===== config.mk =====
export PLATFORM = sky130hd
export DESIGN_NAME = gpio_evt_bank
export DESIGN_NICKNAME = d
export VERILOG_FILES = /design/src/rtl/gpio_evt_pkg.sv /design/src/rtl/gpio_evt_sync.sv /design/src/rtl/gpio_evt_detect.sv /design/src/rtl/gpio_evt_regs.sv /design/src/rtl/gpio_evt_bank.sv
export SDC_FILE = /design/constraint.sdc
export NUM_CORES = 1
export LEC_CHECK = 0
export ABC_CLOCK_PERIOD_IN_PS = 1500
export BUFFER_PORTS_ARGS = -buffer_cell sky130_fd_sc_hd__buf_2
export CAP_MARGIN = 10
export CORE_ASPECT_RATIO = 1.1
export CORE_MARGIN = 3
export CORE_UTILIZATION = 49
export DETAILED_ROUTE_END_ITERATION = 7
export PLACE_DENSITY = 0.83
export SLEW_MARGIN = 20
export SYNTH_ARGS = -nofsm -noshare
export SYNTH_HDL_FRONTEND = slang
export SYNTH_SLANG_ARGS = --single-unit

===== constraint.sdc =====
create_clock -name clk -period 1.5 [get_ports clk]
set_clock_uncertainty 0.1 [all_clocks]
set_input_delay 0 -clock clk [delete_from_list [all_inputs] [get_ports clk]]
set_output_delay 0 -clock clk [all_outputs]
set_load 0.005 [all_outputs]

===== src/rtl/gpio_evt_pkg.sv =====
package gpio_evt_pkg;

  typedef enum logic [2:0] {
    EVT_FALL = 3'd0,
    EVT_RISE = 3'd1,
    EVT_BOTH = 3'd2,
    EVT_LOW  = 3'd3,
    EVT_HIGH = 3'd4
  } evt_code_e;

  localparam int OFS_MASK_SET = 'h20;
  localparam int OFS_MASK_CLR = 'h24;
  localparam int OFS_MASK_RD  = 'h28;
  localparam int OFS_STATUS   = 'h2C;

endpackage


===== src/rtl/gpio_evt_sync.sv =====
module gpio_evt_sync #(
  parameter int NUM_LINES = 32,
  parameter int STAGES    = 2
) (
  input  logic                 clk,
  input  logic                 rst_n,
  input  logic [NUM_LINES-1:0] pin_i,
  output logic [NUM_LINES-1:0] now_o,
  output logic [NUM_LINES-1:0] prev_o
);

  logic [STAGES-1:0][NUM_LINES-1:0] chain_q, chain_d;
  logic [NUM_LINES-1:0]             prev_q, prev_d;

  always_comb begin
    chain_d[0] = pin_i;
    prev_d     = chain_q[STAGES-1];
  end

  for (genvar s = 1; s < STAGES; s++) begin : g_stage
    always_comb chain_d[s] = chain_q[s-1];
  end

  always_ff @(posedge clk or negedge rst_n) begin
    if (!rst_n) begin
      chain_q <= '0;
      prev_q  <= '0;
    end else begin
      chain_q <= chain_d;
      prev_q  <= prev_d;
    end
  end

  assign now_o  = chain_q[STAGES-1];
  assign prev_o = prev_q;

endmodule


===== src/rtl/gpio_evt_detect.sv =====
module gpio_evt_detect
  import gpio_evt_pkg::*;
#(
  parameter int NUM_LINES = 32
) (
  input  logic [NUM_LINES-1:0]   now_i,
  input  logic [NUM_LINES-1:0]   prev_i,
  input  logic [3*NUM_LINES-1:0] sel_i,
  output logic [NUM_LINES-1:0]   hit_o
);

  for (genvar k = 0; k < NUM_LINES; k++) begin : g_line
    logic       rise, fall;
    logic [2:0] code;
    assign code = sel_i[3*k +: 3];
    assign rise = now_i[k] & ~prev_i[k];
    assign fall = ~now_i[k] & prev_i[k];

    always_comb begin
      unique case (code)
        EVT_FALL: hit_o[k] = fall;
        EVT_RISE: hit_o[k] = rise;
        EVT_BOTH: hit_o[k] = rise | fall;
        EVT_LOW:  hit_o[k] = ~now_i[k];
        EVT_HIGH: hit_o[k] = now_i[k];
        default:  hit_o[k] = 1'b0;
      endcase
    end
  end

endmodule


===== src/rtl/gpio_evt_regs.sv =====
module gpio_evt_regs
  import gpio_evt_pkg::*;
#(
  parameter int NUM_LINES = 32,
  parameter int ADDR_W    = 6
) (
  input  logic                 clk,
  input  logic                 rst_n,
  input  logic                 bus_wr_i,
  input  logic                 bus_rd_i,
  input  logic [ADDR_W-1:0]    bus_addr_i,
  input  logic [NUM_LINES-1:0] bus_wdata_i,
  input  logic [NUM_LINES-1:0] hit_i,
  output logic [NUM_LINES-1:0] bus_rdata_o,
  output logic                 irq_o
);

  localparam logic [ADDR_W-1:0] A_SET  = ADDR_W'(OFS_MASK_SET);
  localparam logic [ADDR_W-1:0] A_CLR  = ADDR_W'(OFS_MASK_CLR);
  localparam logic [ADDR_W-1:0] A_MASK = ADDR_W'(OFS_MASK_RD);
  localparam logic [ADDR_W-1:0] A_STAT = ADDR_W'(OFS_STATUS);

  logic [NUM_LINES-1:0] mask_q, mask_d, stat_q, stat_d;
  logic                 set_stb, clr_stb, stat_rd, mask_en, stat_en;

  always_comb begin
    set_stb = bus_wr_i && (bus_addr_i == A_SET);
    clr_stb = bus_wr_i && (bus_addr_i == A_CLR);
    stat_rd = bus_rd_i && (bus_addr_i == A_STAT);
    mask_en = set_stb | clr_stb;
    stat_en = stat_rd | (|hit_i);
    mask_d  = mask_q;
    if (set_stb) mask_d = mask_d | bus_wdata_i;
    if (clr_stb) mask_d = mask_d & ~bus_wdata_i;
    stat_d  = (stat_rd ? '0 : stat_q) | hit_i;
  end

  always_ff @(posedge clk or negedge rst_n) begin
    if (!rst_n) begin
      mask_q <= '0;
    end else if (mask_en) begin
      mask_q <= mask_d;
    end
  end

  always_ff @(posedge clk or negedge rst_n) begin
    if (!rst_n) begin
      stat_q <= '0;
    end else if (stat_en) begin
      stat_q <= stat_d;
    end
  end

  always_comb begin
    bus_rdata_o = '0;
    if (bus_addr_i == A_MASK) bus_rdata_o = mask_q;
    if (bus_addr_i == A_STAT) bus_rdata_o = stat_q;
  end

  assign irq_o = |(stat_q & mask_q);

  p_set_port_r7: assert property (@(posedge clk) disable iff (!rst_n)
    set_stb |=> ((mask_q & $past(bus_wdata_i)) == $past(bus_wdata_i)));

  p_clr_port_r8: assert property (@(posedge clk) disable iff (!rst_n)
    clr_stb |=> ((mask_q & $past(bus_wdata_i)) == '0));

  p_mask_hold_r8: assert property (@(posedge clk) disable iff (!rst_n)
    !(bus_wr_i && (bus_addr_i == A_SET || bus_addr_i == A_CLR)) |=> $stable(mask_q));

  p_hit_lands_r13: assert property (@(posedge clk) disable iff (!rst_n)
    (|hit_i) |=> ((stat_q & $past(hit_i)) == $past(hit_i)));

  p_sticky_r9: assert property (@(posedge clk) disable iff (!rst_n)
    !stat_rd |=> ((stat_q & $past(stat_q)) == $past(stat_q)));

  p_read_clears_r10: assert property (@(posedge clk) disable iff (!rst_n)
    stat_rd |=> ((stat_q & ~$past(hit_i)) == '0));

  p_enable_pending_r11: assert property (@(posedge clk) disable iff (!rst_n)
    (set_stb && !stat_rd && (|(bus_wdata_i & stat_q))) |=> irq_o);

endmodule


===== src/rtl/gpio_evt_bank.sv =====
module gpio_evt_bank #(
  parameter int NUM_LINES   = 32,
  parameter int SYNC_STAGES = 2,
  parameter int ADDR_W      = 6
) (
  input  logic                   clk,
  input  logic                   rst_n,
  input  logic [NUM_LINES-1:0]   pin_i,
  input  logic [3*NUM_LINES-1:0] evt_sel_i,
  input  logic                   bus_wr_i,
  input  logic                   bus_rd_i,
  input  logic [ADDR_W-1:0]      bus_addr_i,
  input  logic [NUM_LINES-1:0]   bus_wdata_i,
  output logic [NUM_LINES-1:0]   bus_rdata_o,
  output logic                   irq_o
);

  logic [NUM_LINES-1:0] now_w, prev_w, hit_w;

  gpio_evt_sync #(.NUM_LINES(NUM_LINES), .STAGES(SYNC_STAGES)) i_sync (
    .clk    (clk),
    .rst_n  (rst_n),
    .pin_i  (pin_i),
    .now_o  (now_w),
    .prev_o (prev_w)
  );

  gpio_evt_detect #(.NUM_LINES(NUM_LINES)) i_detect (
    .now_i  (now_w),
    .prev_i (prev_w),
    .sel_i  (evt_sel_i),
    .hit_o  (hit_w)
  );

  gpio_evt_regs #(.NUM_LINES(NUM_LINES), .ADDR_W(ADDR_W)) i_regs (
    .clk         (clk),
    .rst_n       (rst_n),
    .bus_wr_i    (bus_wr_i),
    .bus_rd_i    (bus_rd_i),
    .bus_addr_i  (bus_addr_i),
    .bus_wdata_i (bus_wdata_i),
    .hit_i       (hit_w),
    .bus_rdata_o (bus_rdata_o),
    .irq_o       (irq_o)
  );

  for (genvar k = 0; k < NUM_LINES; k++) begin : g_chk
    p_rsvd_quiet_r6: assert property (@(posedge clk) disable iff (!rst_n)
      (evt_sel_i[3*k +: 3] > 3'd4) |-> !hit_w[k]);
  end

endmodule


==> results of run 1 <==
-- worst min-delay path: stages --
cell and delay [ps]:
buf_4 130, buf_12 220, mux2i_1 160
-- how the worst max path moves through the flow --
stage	endpoint	from	depth (start not counted)	slack [ps]
2_1_floorplan	i_regs.stat_q[0]	i_sync.now_o[0]	3	70
3_3_place_gp	irq_o	flip-flop	4	-90
3_5_place_dp	i_regs.stat_q[30]	i_sync.prev_o[30]	4	-110
4_1_cts	irq_o	i_regs.stat_q[28]	4	-480
5_1_grt	irq_o	flip-flop	4	-580
6_report	irq_o	flip-flop	4	-510
-- per-stage QoR --
| stage | setup TNS [ps] | area (µm²) |
|---|---|---|
| floorplan | 0 | 8058 |
| global route | -3711 | 13080 |
| CTS | -1492 | 12700 |
| detailed placement | -779.8 | 9966 |
| global placement | -316.5 | 9966 |
| finish | -2010 | 13080 |
-- report_power, final --
part | switching [mW] | leakage (nW) | internal (mW)
Clock | 1.73 | 0.300 | 3.02
Sequential | 0.217 | 1.71 | 4.59
Combinational | 0.882 | 4.57 | 1.18
Total | 2.83 | 6.58 | 8.79
-- synth_stat cells --
| cell | number |
|---|---|
| nand3_1 | 65 |
| or4_1 | 1 |
| ha_1 | 64 |
| nand2_1 | 1 |
| o211ai_1 | 32 |
| mux4_2 | 32 |
| nand4_1 | 4 |
| inv_1 | 160 |
| nor4b_4 | 1 |
| buf_6 | 3 |
| mux2i_1 | 64 |
| o21ai_1 | 28 |
| o21ai_0 | 2 |
| nor2_1 | 64 |
| or4b_4 | 1 |
| dfrtp_1 | 160 |
| o21ai_2 | 2 |
| nor2b_1 | 1 |
| buf_2 | 7 |
| a22oi_1 | 16 |
| clkbuf_1 | 13 |
-- routing by layer --
metal  vias to the layer above  track usage
li1                       3448            -
met1                      3833       0.3421
met2                       395       0.5676
met3                       165      0.07132
met4                         0       0.2128
met5                         -            0
-- area by class of cell --
class,count,area [µm²],share of cell area
antenna,3,7.507,0.0005740
tap,200,250.2,0.01913
multi-input combinational,378,3571,0.2730
inverter,160,600.6,0.04592
timing repair buffer,514,3996,0.3056
clock inverter,10,185.2,0.01416
clock buffer,20,456.7,0.03492
sequential,160,4011,0.3067
-- timing repair --
action	4_1_cts	5_1_grt
resized for setup	7	61
gates cloned	0	0
setup buffers	16	22
hold buffers	194	0
endpoints found under the hold margin	256	0
pin swaps	7	19
endpoints found under the setup margin	27	42
-- cells by family (layout without fill, tap and decap cells) --
kind of cell / after synthesis / after routing / synth area share
adders and majority gates: 64 / 64 / 0.09938
buffers and inverters: 183 / 704 / 0.08913
muxes: 96 / 96 / 0.1689
DFF: 160 / 160 / 0.4969
AOI/OAI and AO/OA: 80 / 80 / 0.06553
and+or+nand+nor: 138 / 138 / 0.08012
other: 0 / 3 / 0
==> key figures, run 1 <==
Outcome
  – Outcome: finished with violations
  – Violated checks: negative setup slack

Layout
  – Fill cell count: roughly 840
  – Area Overhead vs Synth: 62.31%
  – Fin nets: 1465
  – Most common cell after layout, fill and taps aside: buf_2
  – Most frequent cells in the layout: buf_2 (199), dlygate4sd3_1 (194), dfrtp_1 (154), inv_1 (139), buf_4 (102)
  – Post-layout util: 0.8218
  – Final cell count without fillers: 1445
  – Layout cell share with drive strength beyond 1: 0.3535

Timing
  – Slew HR: 0.6950
  – Final critical-path required period: 2013 ps
  – Hold WS: 45.89 ps
  – Final setup viols: 31
  – Hold Fails Final Rpt: 0
  – Actual slew at the worst max-slew pin: 457.5 ps
  – Worst setup margin: -513.2 ps
  – Max Freq: 496.7 MHz
  – RSZ-0062 raised after global routing: yes
  – Final period util: 1.342
  – Max-slew violation count: 0

Logic synthesis
  – Yosys warnings: 0
  – Seq cells post-synth: 160
  – Mapped Cells: 721
  – Top cells by area, synth: dfrtp_1 (50%), ha_1 (9.9%), mux4_2 (8.9%)
  – Largest area contributor in the netlist: dfrtp_1
  – Synth cell types: 21
  – Synthesized Nets: approximately 960
  – Top-area cell type share of the netlist area: 0.4969
  – Mean cell area of the mapped netlist: 11.18 µm²
  – Mapped cell area: 8058 µm²
  – Seq/Total Area, Yosys: 0.4969

Power and ir drop
  – Power per cell area: 888.6 nW/µm²
  – PnR Total Power: 11.62 mW
  – Cell leakage power: about 6.6 nW
  – Peak supply drop: 0.7303 mV

Critical path
  – CP delay by family, top: simple AND/OR/NAND/NOR gates
  – R2R depth: 5
  – Flop-to-flop setup slack: -150 ps
  – Worst reg2reg endpoint: i_regs.stat_q[18]
  – Max incr delay on CP: 560 ps
  – Worst path slowest cell: or4_4
  – Req. time, crit path: 1400 ps
  – Max FO, Critical Path: 2
  – CP Data Arrival Time: 1910 ps
  – Worst setup EP type: output port
  – Crit Path Class: reg2out
  – Worst R2R Start: i_sync.now_o[18]
  – Critical path cell sequence: a22oi_2 > nand4_1 > or4_4 > buf_6
  – Setup crit start kind: flip-flop
  – Crit path buf inv count: 1

Min path
  – Hold path start: bus_addr_i[2]
  – Hold depth: 3
  – Min-Delay Path Class: in2reg

Floorplanning
  – Core footprint: 15920 µm²
  – Die Width: around 130 µm
  – Initial core utilization: 0.5063
  – Die Ht: 140.5 µm
  – I/O pins: 203
  – Die ar.: 18020 µm²
  – Rows: 48

Placement
  – GPL Wtd Cong: 0.8349
  – Inst Count DP: 1184
  – HPWL Detailed: 15340 µm
  – Port buffer count: 202
  – Pre-CTS setup slack: -108.7 ps

Drt
  – Drt total wl: 29290 µm
  – M1 wire length: roughly 10000 µm
  – Post-DR wirelength/cell: 20.27 µm
  – Top Metal Used: met4
  – Antenna Violating Nets Remaining: 0
  – DR WL met2: around 15000 µm
  – Via count: 7841
  – Vias per Instance: 5.426
  – DRC errors left: 0
  – Drt first pass iters: 5
  – WL met3: 1802 µm
  – Starting DRT DRC Count: 637

Clocking
  – TritonCTS buffer count: 17
  – CTS Sinks: 160
  – Maximum clock path buffer count: 2
  – Clk Latency, worst-skew pair: 430 ps
  – H-tree depth: 4
  – Worst-path clk slew: 60 ps
  – Root Driver: clkbuf_16
  – TritonCTS clock tree: done

Global route
  – Vias in the first global route: a little under 9000
  – Total GRT Usage: 0.3226
  – Largest net degree at the start of global routing: 65
  – First-pass GRT wire length: 44530 µm
  – Grt total ovfl: 0
  – Initial antenna violation count: 2

Flow run
  – Maxcap violations: 0
Note: power is estimated with default switching activity, not from simulation.
==> inputs of run 2 (changes only) <==
--- a/config.mk
+++ b/config.mk
@@ -11,6 +11,7 @@
 export CORE_ASPECT_RATIO = 1.1
 export CORE_MARGIN = 3
 export CORE_UTILIZATION = 49
+export CTS_BUF_LIST = sky130_fd_sc_hd__clkbuf_16
 export DETAILED_ROUTE_END_ITERATION = 7
 export PLACE_DENSITY = 0.83
 export SLEW_MARGIN = 20
==> run 2 against run 1 <==
Net effect: the flow still finishes with violations (negative setup slack); combinational power fell by 2%; sequential power barely moved; first-iteration DRC count fell by 7.4%; maximum frequency fell by 0.71%; clock power fell by 2%; core utilization fell by 0.90 points; critical endpoint unchanged; highest routed layer unchanged.
==> key figures, run 2 (synthesis gave the netlist of run 1 again) <==
Power and ir drop
  – Clk pwr share: 0.404 (-0.005)
  – Peak supply drop: 0.6933 mV (-5.1%)
  – Flop pwr share: 0.419 (+0.005)
  – Psw: 2.807 mW (-0.75%)
  – Cell leakage power: 6.556 nW (-0.36%)
  – Pint: 8.665 mW (-1.5%)
  – Sw Share: 0.2447 (+0.001326)
  – Power per cell area: 886.9 nW/µm² (-0.19%)
  – Gate power share: 0.177 (about the same)

Drt
  – Via count: 7810 (-0.40%)
  – Antenna Violating Nets Remaining: 0 (unchanged)
  – Post-DR wirelength/cell: 20.26 µm (about the same)
  – Vias per Instance: 5.412 (-0.26%)
  – DRC errors left: 0 (unchanged)
  – Starting DRT DRC Count: 590 (-7.4%)
  – Drt first pass iters: 5 (unchanged)
  – Drt total wl: 29230 µm (-0.18%)

Clocking
  – Maximum clock path buffer count: 2 (unchanged)
  – TritonCTS buffer count: 17 (unchanged)
  – Worst-path clk slew: 60 ps (about the same)
  – CTS Sinks: 160 (unchanged)
  – Clk Latency, worst-skew pair: 430 ps (about the same)
  – TritonCTS clock tree: done
  – Root Driver: clkbuf_16
  – H-tree depth: 4 (unchanged)

Placement
  – HPWL Detailed: 15340 µm (unchanged)
  – Port buffer count: 202 (unchanged)
  – Pre-CTS setup slack: -108.7 ps (unchanged)
  – GPL Wtd Cong: 0.8349 (unchanged)

Layout
  – Most frequent cells in the layout: buf_2 (199), dlygate4sd3_1 (194), dfrtp_1 (156), inv_1 (149), buf_4 (98)
  – Area Overhead vs Synth: 60.53%
  – Most common cell after layout, fill and taps aside: buf_2
  – Post-layout util: 0.8127 (-0.009041)
  – Fin nets: 1460 (-0.34%)
  – Layout cell share with drive strength beyond 1: 0.3347 (-0.01878)

Floorplanning
  – Core footprint: 15920 µm² (unchanged)
  – I/O pins: 203 (unchanged)
  – Die Ht: 140.5 µm (unchanged)
  – Die ar.: 18020 µm² (unchanged)
  – Rows: 48 (unchanged)
  – Die Width: 128.3 µm (unchanged)
  – Initial core utilization: 0.5063 (unchanged)

Timing
  – Actual slew at the worst max-slew pin: 456.6 ps (-0.8688 ps)
  – Final setup viols: 32 (+3.2%)
  – Worst setup margin: -527.5 ps (-14.32 ps)
  – Hold Fails Final Rpt: 0 (unchanged)
  – Max Freq: 493.2 MHz (-0.71%)
  – Max-slew violation count: 0 (unchanged)
  – RSZ-0062 raised after global routing: yes
  – Slew HR: 0.6956 (about the same)
  – Final period util: 1.352 (+0.009543)
  – Final critical-path required period: 2027 ps (+14.31 ps)

Global route
  – Vias in the first global route: 8897 (+1.3%)
  – First-pass GRT wire length: 44730 µm (+0.45%)
  – Total GRT Usage: 0.3244 (+0.001860)
  – Largest net degree at the start of global routing: 65 (unchanged)
  – Initial antenna violation count: 5 (+3)
  – Grt total ovfl: 0 (unchanged)

Critical path
  – Worst setup EP type: output port
  – CP Data Arrival Time: 1930 ps (+20 ps)
  – Req. time, crit path: 1400 ps (about the same)
  – R2R depth: 4 (-1)
  – Crit Path Class: reg2out
  – Max FO, Critical Path: 2 (unchanged)
  – Setup crit start kind: flip-flop

Outcome
  – Outcome: finished with violations
  – Violated checks: negative setup slack

Min path
  – Min-Delay Path Class: in2reg
  – Hold depth: 3 (unchanged)

Flow run
  – Maxcap violations: 0 (unchanged)
-- run 2: cell count changes in the layout (fill, tap and decap cells not counted), sizes merged --
cell | before | now
inv | 160 | 161
clkbuf | 20 | 17
buf | 320 | 315
clkinv | 1 | 3
diode | 3 | 6
-- run 2: stage by stage --
step | cell area (µm²) | std cells | hold WS [ps] | power (mW) | setup TNS (ps)
2_1_floorplan | 8058 | 721 | -395.6 | 5.431 | 0
3_3_place_gp | 9966 | 1184 | -137.5 | 6.175 | -316.5
3_5_place_dp | 9966 | 1184 | -133.5 | 6.257 | -779.8
4_1_cts | 12680 | 1423 | 23.94 | 11.28 | -1493
5_1_grt | 12930 | 1443 | 55.36 | 11.90 | -3955
6_report | 12930 | 1443 | 40.58 | 11.47 | -2130
-- run 2: critical path: stages (launching register included) --
cell and delay (ps):
dfrtp_1 400, a22oi_2 240, nand4_1 170, or4_4 560, buf_6 130
-- run 2: path summary, 6_finish.rpt --
path / start / endpoint / slack (ps)
setup / recovery: i_regs.stat_q[28] / irq_o / -530
hold / removal: bus_addr_i[2] / flip-flop / 40
setup reg to reg: i_sync.prev_o[30] / i_regs.stat_q[30] / -130
hold reg to reg: i_sync.chain_d[60] / i_sync.now_o[28] / 240
max in group asynchronous: rst_n / i_sync.now_o[29] / 170
min in group asynchronous: rst_n / i_sync.chain_d[43] / 520
-- run 2: cell type report --
type | count | area [µm²]
diodes | 6 | 15.01
clock buffers | 17 | 425.4
clock inverters | 13 | 196.4
fillers | 880 | 2980
inverters | 160 | 600.6
multi-input cells | 378 | 3483
flip-flops and latches | 160 | 4009
well taps | 200 | 250.2
repair buffers | 509 | 3955
-- run 2: power groups by stage --
stage	Clock, mW	Combinational (mW)	Sequential (mW)
2_1_floorplan	0	0.617	4.81
3_3_place_gp	0	1.35	4.82
3_5_place_dp	0	1.41	4.85
4_1_cts	4.65	1.85	4.77
5_1_grt	4.87	2.20	4.83
6_report	4.64	2.03	4.81
-- run 2: repair_timing --
action                                  4_1_cts  5_1_grt
endpoints found under the setup margin       27       39
pin swaps                                     7       18
hold buffers                                194        0
buffers inserted                             16       16
hold endpoints to repair                    256        0
resized for setup                             7       37
-- run 2: per-layer routing --
layer | part of all wire | track usage | routed length [µm]
met4 | 0.075 | 0.2257 | 2183
met1 | 0.32 | 0.3297 | 9488
met3 | 0.067 | 0.07246 | 1949
met2 | 0.53 | 0.5802 | 15610
met5 | 0 | 0 | 0
==> inputs of run 3 (changes only) <==
--- a/config.mk
+++ b/config.mk
@@ -5,9 +5,10 @@
 export SDC_FILE = /design/constraint.sdc
 export NUM_CORES = 1
 export LEC_CHECK = 0
+export ABC_AREA = 1
 export ABC_CLOCK_PERIOD_IN_PS = 1500
 export BUFFER_PORTS_ARGS = -buffer_cell sky130_fd_sc_hd__buf_2
-export CAP_MARGIN = 10
+export CAP_MARGIN = 20
 export CORE_ASPECT_RATIO = 1.1
 export CORE_MARGIN = 3
 export CORE_UTILIZATION = 49
==> run 3 against run 2 <==
Net effect: clock power down 1%; maximum frequency up 26%; global-route usage down 2.5 points; die area increased by 6.5%; the run still ends with negative setup slack left; combinational power is 13% lower; via count up 19%; clock-buffer cell count stayed put; critical path type unchanged; design area shrank 1.7%; sequential share of layout area is 0.51 points higher; area after synthesis is 6.8% higher; flip-flop and latch count did not move; power fell by 3.0%.
==> key figures, run 3 <==
Drt
  – Starting DRT DRC Count: 500 (-15%)
  – DR WL met2: 14960 µm (-4.2%)
  – Vias per Instance: 5.145 (-4.9%)
  – Antenna Violating Nets Remaining: 0 (unchanged)
  – Post-DR wirelength/cell: 15.97 µm (-21%)
  – M1 wire length: 10220 µm (+7.7%)
  – DRC errors left: 0 (unchanged)
  – Top Metal Used: met4
  – Drt total wl: 28830 µm (-1.4%)
  – Drt first pass iters: 8 (+3)
  – WL met3: 1980 µm (+1.6%)
  – Via count: 9286 (+19%)

Logic synthesis
  – Yosys warnings: 0 (unchanged)
  – Top cells by count, synth: nand2_1 (314), inv_1 (292), dfrtp_1 (160)
  – Top-area cell type share of the netlist area: 0.4653 (-0.03158)
  – Synth cell types: 19 (-9.5%)
  – Synthesized Nets: 1362 (+43%)
  – Mean cell area of the mapped netlist: 7.628 µm² (-32%)
  – Largest area contributor in the netlist: dfrtp_1
  – Mapped Cells: 1128 (+56%)
  – Seq/Total Area, Yosys: 0.4653 (-0.03158)
  – Ys async rst share: 1.000 (unchanged)
  – Mapped cell area: 8605 µm² (+6.8%)
  – Number of synthesized flops with an enable pin: 0 (unchanged)
  – Prevailing post-synth register cell: dfrtp_1
  – Most common cell in the synthesized netlist: nand2_1
  – Seq cells post-synth: 160 (unchanged)
  – Top cells by area, synth: dfrtp_1 (47%), nand2_1 (14%), inv_1 (13%)

Placement
  – Inst Count DP: 1559 (+32%)
  – HPWL Detailed: 16080 µm (+4.8%)
  – Port buffer count: 202 (unchanged)
  – GPL Wtd Cong: 0.8449 (+1.2%)

Critical path
  – CP Data Arrival Time: 1510 ps (-420 ps)
  – Crit Path Class: reg2out
  – Max FO, Critical Path: 2 (unchanged)
  – Worst path slowest cell: dfrtp_1
  – Top cell by count, worst path: nand2_1
  – Worst setup EP type: output port
  – Req. time, crit path: 1400 ps (about the same)
  – Max incr delay on CP: 420 ps (-140 ps)
  – Setup crit start kind: flip-flop
  – Critical path cell sequence: nand2_1 > nand2_1 > nor2_2 > nand2_2 > nor2_4 > nand2_1 > buf_2

Global route
  – First-pass GRT wire length: 46440 µm (+3.8%)
  – Largest net degree at the start of global routing: 56 (-14%)
  – Vias in the first global route: 9820 (+10%)
  – Initial antenna violation count: 5 (unchanged)
  – Grt total ovfl: 0 (unchanged)
  – Total GRT Usage: 0.2998 (-0.02466)

Floorplanning
  – Die Ht: 145.0 µm (+3.2%)
  – Initial core utilization: 0.5020 (-0.004319)
  – Rows: 50 (+4.2%)
  – Die Width: 132.4 µm (+3.2%)
  – I/O pins: 203 (unchanged)
  – Core footprint: 17140 µm² (+7.7%)
  – Die ar.: 19190 µm² (+6.5%)

Timing
  – Worst setup margin: -110.8 ps (+416.7 ps)
  – Final setup viols: 1 (-97%)
  – RSZ-0062 raised after global routing: yes
  – Hold Fails Final Rpt: 0 (unchanged)
  – Actual slew at the worst max-slew pin: 409.6 ps (-47.00 ps)
  – Slew HR: 0.7269 (+0.03133)
  – Max-slew violation count: 0 (unchanged)
  – Final period util: 1.074 (-0.2778)
  – Max Freq: 620.8 MHz (+26%)
  – Final critical-path required period: 1611 ps (-416.7 ps)

Clocking
  – H-tree depth: 4 (unchanged)
  – Root Driver: clkbuf_16
  – Maximum clock path buffer count: 2 (unchanged)
  – Clk Latency, worst-skew pair: 420 ps (about the same)
  – Worst-path clk slew: 70 ps (about the same)
  – CTS Sinks: 160 (unchanged)
  – TritonCTS clock tree: done
  – TritonCTS buffer count: 17 (unchanged)

Layout
  – Layout cell share with drive strength beyond 1: 0.1699 (-0.1648)
  – Final cell count without fillers: 1805 (+25%)
  – Post-layout util: 0.7417 (-0.07106)
  – Most common cell after layout, fill and taps aside: nand2_1
  – Fill cell count: 1100 (+25%)
  – Fin nets: 1787 (+22%)
  – Area Overhead vs Synth: 47.75%
  – Most frequent cells in the layout: nand2_1 (312), inv_1 (292), dlygate4sd3_1 (203), buf_2 (201), dfrtp_1 (159)

Power and ir drop
  – Cell leakage power: 7.042 nW (+7.4%)
  – Peak supply drop: 0.7933 mV (+14%)
  – Power per cell area: 875.5 nW/µm² (-1.3%)

Flow run
  – Maxcap violations: 0 (unchanged)

Outcome
  – Outcome: finished with violations
  – Violated checks: negative setup slack

Min path
  – Min-Delay Path Class: in2reg
run 3: changes by cell type in the layout (fill, tap and decap cells not counted), moves of 20 or more:
| cell | before | now |
|---|---|---|
| nor3_1 | 0 | 32 |
| a21oi_1 | 0 | 32 |
| mux4_2 | 32 | 0 |
| nor2_1 | 63 | 11 |
| o211ai_1 | 32 | 0 |
| nand3_1 | 64 | 129 |
| o21ai_1 | 28 | 8 |
| buf_4 | 98 | 18 |
| inv_1 | 149 | 292 |
| o21ai_0 | 2 | 24 |
| nand4_1 | 4 | 32 |
| nand2_1 | 1 | 312 |
| mux2i_1 | 61 | 0 |
run 3: path summary, 6_finish.rpt:
path	startpoint	to	slack, ps	cells past startpoint
worst max-delay path	i_regs.stat_q[13]	irq_o	-110	7
worst min-delay path	bus_addr_i[2]	flip-flop	30	5
worst max register to register	i_sync.now_o[5]	i_regs.stat_q[5]	40	3
worst min register to register	i_sync.chain_d[55]	i_sync.now_o[23]	250	0
max in group asynchronous	rst_n	i_sync.prev_o[28]	210	4
min in group asynchronous	rst_n	i_sync.now_o[8]	460	3
run 3: layout make-up:
class / count / area, µm² / area share
diodes: 5 / 12.51 / 0.0009842
clock buffers: 17 / 425.4 / 0.03346
well taps: 234 / 292.8 / 0.02303
flip-flops and latches: 160 / 4005 / 0.3150
repair buffers: 427 / 3264 / 0.2568
inverters: 293 / 1100 / 0.08651
clock inverters: 15 / 192.7 / 0.01516
multi-input cells: 654 / 3421 / 0.2691
run 3: report_power, final:
group          leakage [nW]  internal [mW]  total [mW]  switching, mW
Combinational          5.03          0.837        1.76          0.921
Sequential             1.71           4.58        4.78          0.193
Clock                 0.298           2.78        4.59           1.82
Total                  7.04           8.20        11.1           2.93
run 3: cells by family (layout without fill, tap and decap cells):
logic type	after synthesis	in the layout	synth area share
fa+ha+maj	64	64	0.09306
buf+inv	314	752	0.1397
simple gates	526	526	0.2646
compound gates	64	64	0.03723
flops	160	160	0.4653
other cells	0	5	0
run 3: routing by layer:
metal / vias to the layer above / global-route usage
li1: 4299 / -
met5: - / 0
met4: 0 / 0.1824
met3: 161 / 0.07351
met2: 511 / 0.5355
met1: 4315 / 0.3154
run 3: worst max-delay path, delay by kind of cell, from the launching register on:
family                 cells  cell delay, ps
DFF                        1             420
and+or+nand+nor            6             540
buffers and inverters      1             130
run 3: what timing repair did:
action / 4_1_cts / 5_1_grt
hold endpoints to repair: 256 / 0
buffers inserted: 4 / 2
resized for setup: 4 / 3
hold buffers: 203 / 0
cloned: 0 / 0
pin swaps: 1 / 1
endpoints found under the setup margin: 1 / 2
run 3: metrics by stage:
stage	setup WS, ps	power [mW]	hold slack (ps)	TNS [ps]	instance area [µm²]
2_1_floorplan	365.2	5.487	-395.6	0	8605
3_3_place_gp	226.5	6.029	-189.5	0	9987
3_5_place_dp	241.7	6.109	-183.7	0	9987
4_1_cts	-92.11	11.04	5.376	-92.11	12680
5_1_grt	-176.5	11.60	37.44	-192.4	12710
6_report	-110.8	11.13	29.38	-110.8	12710
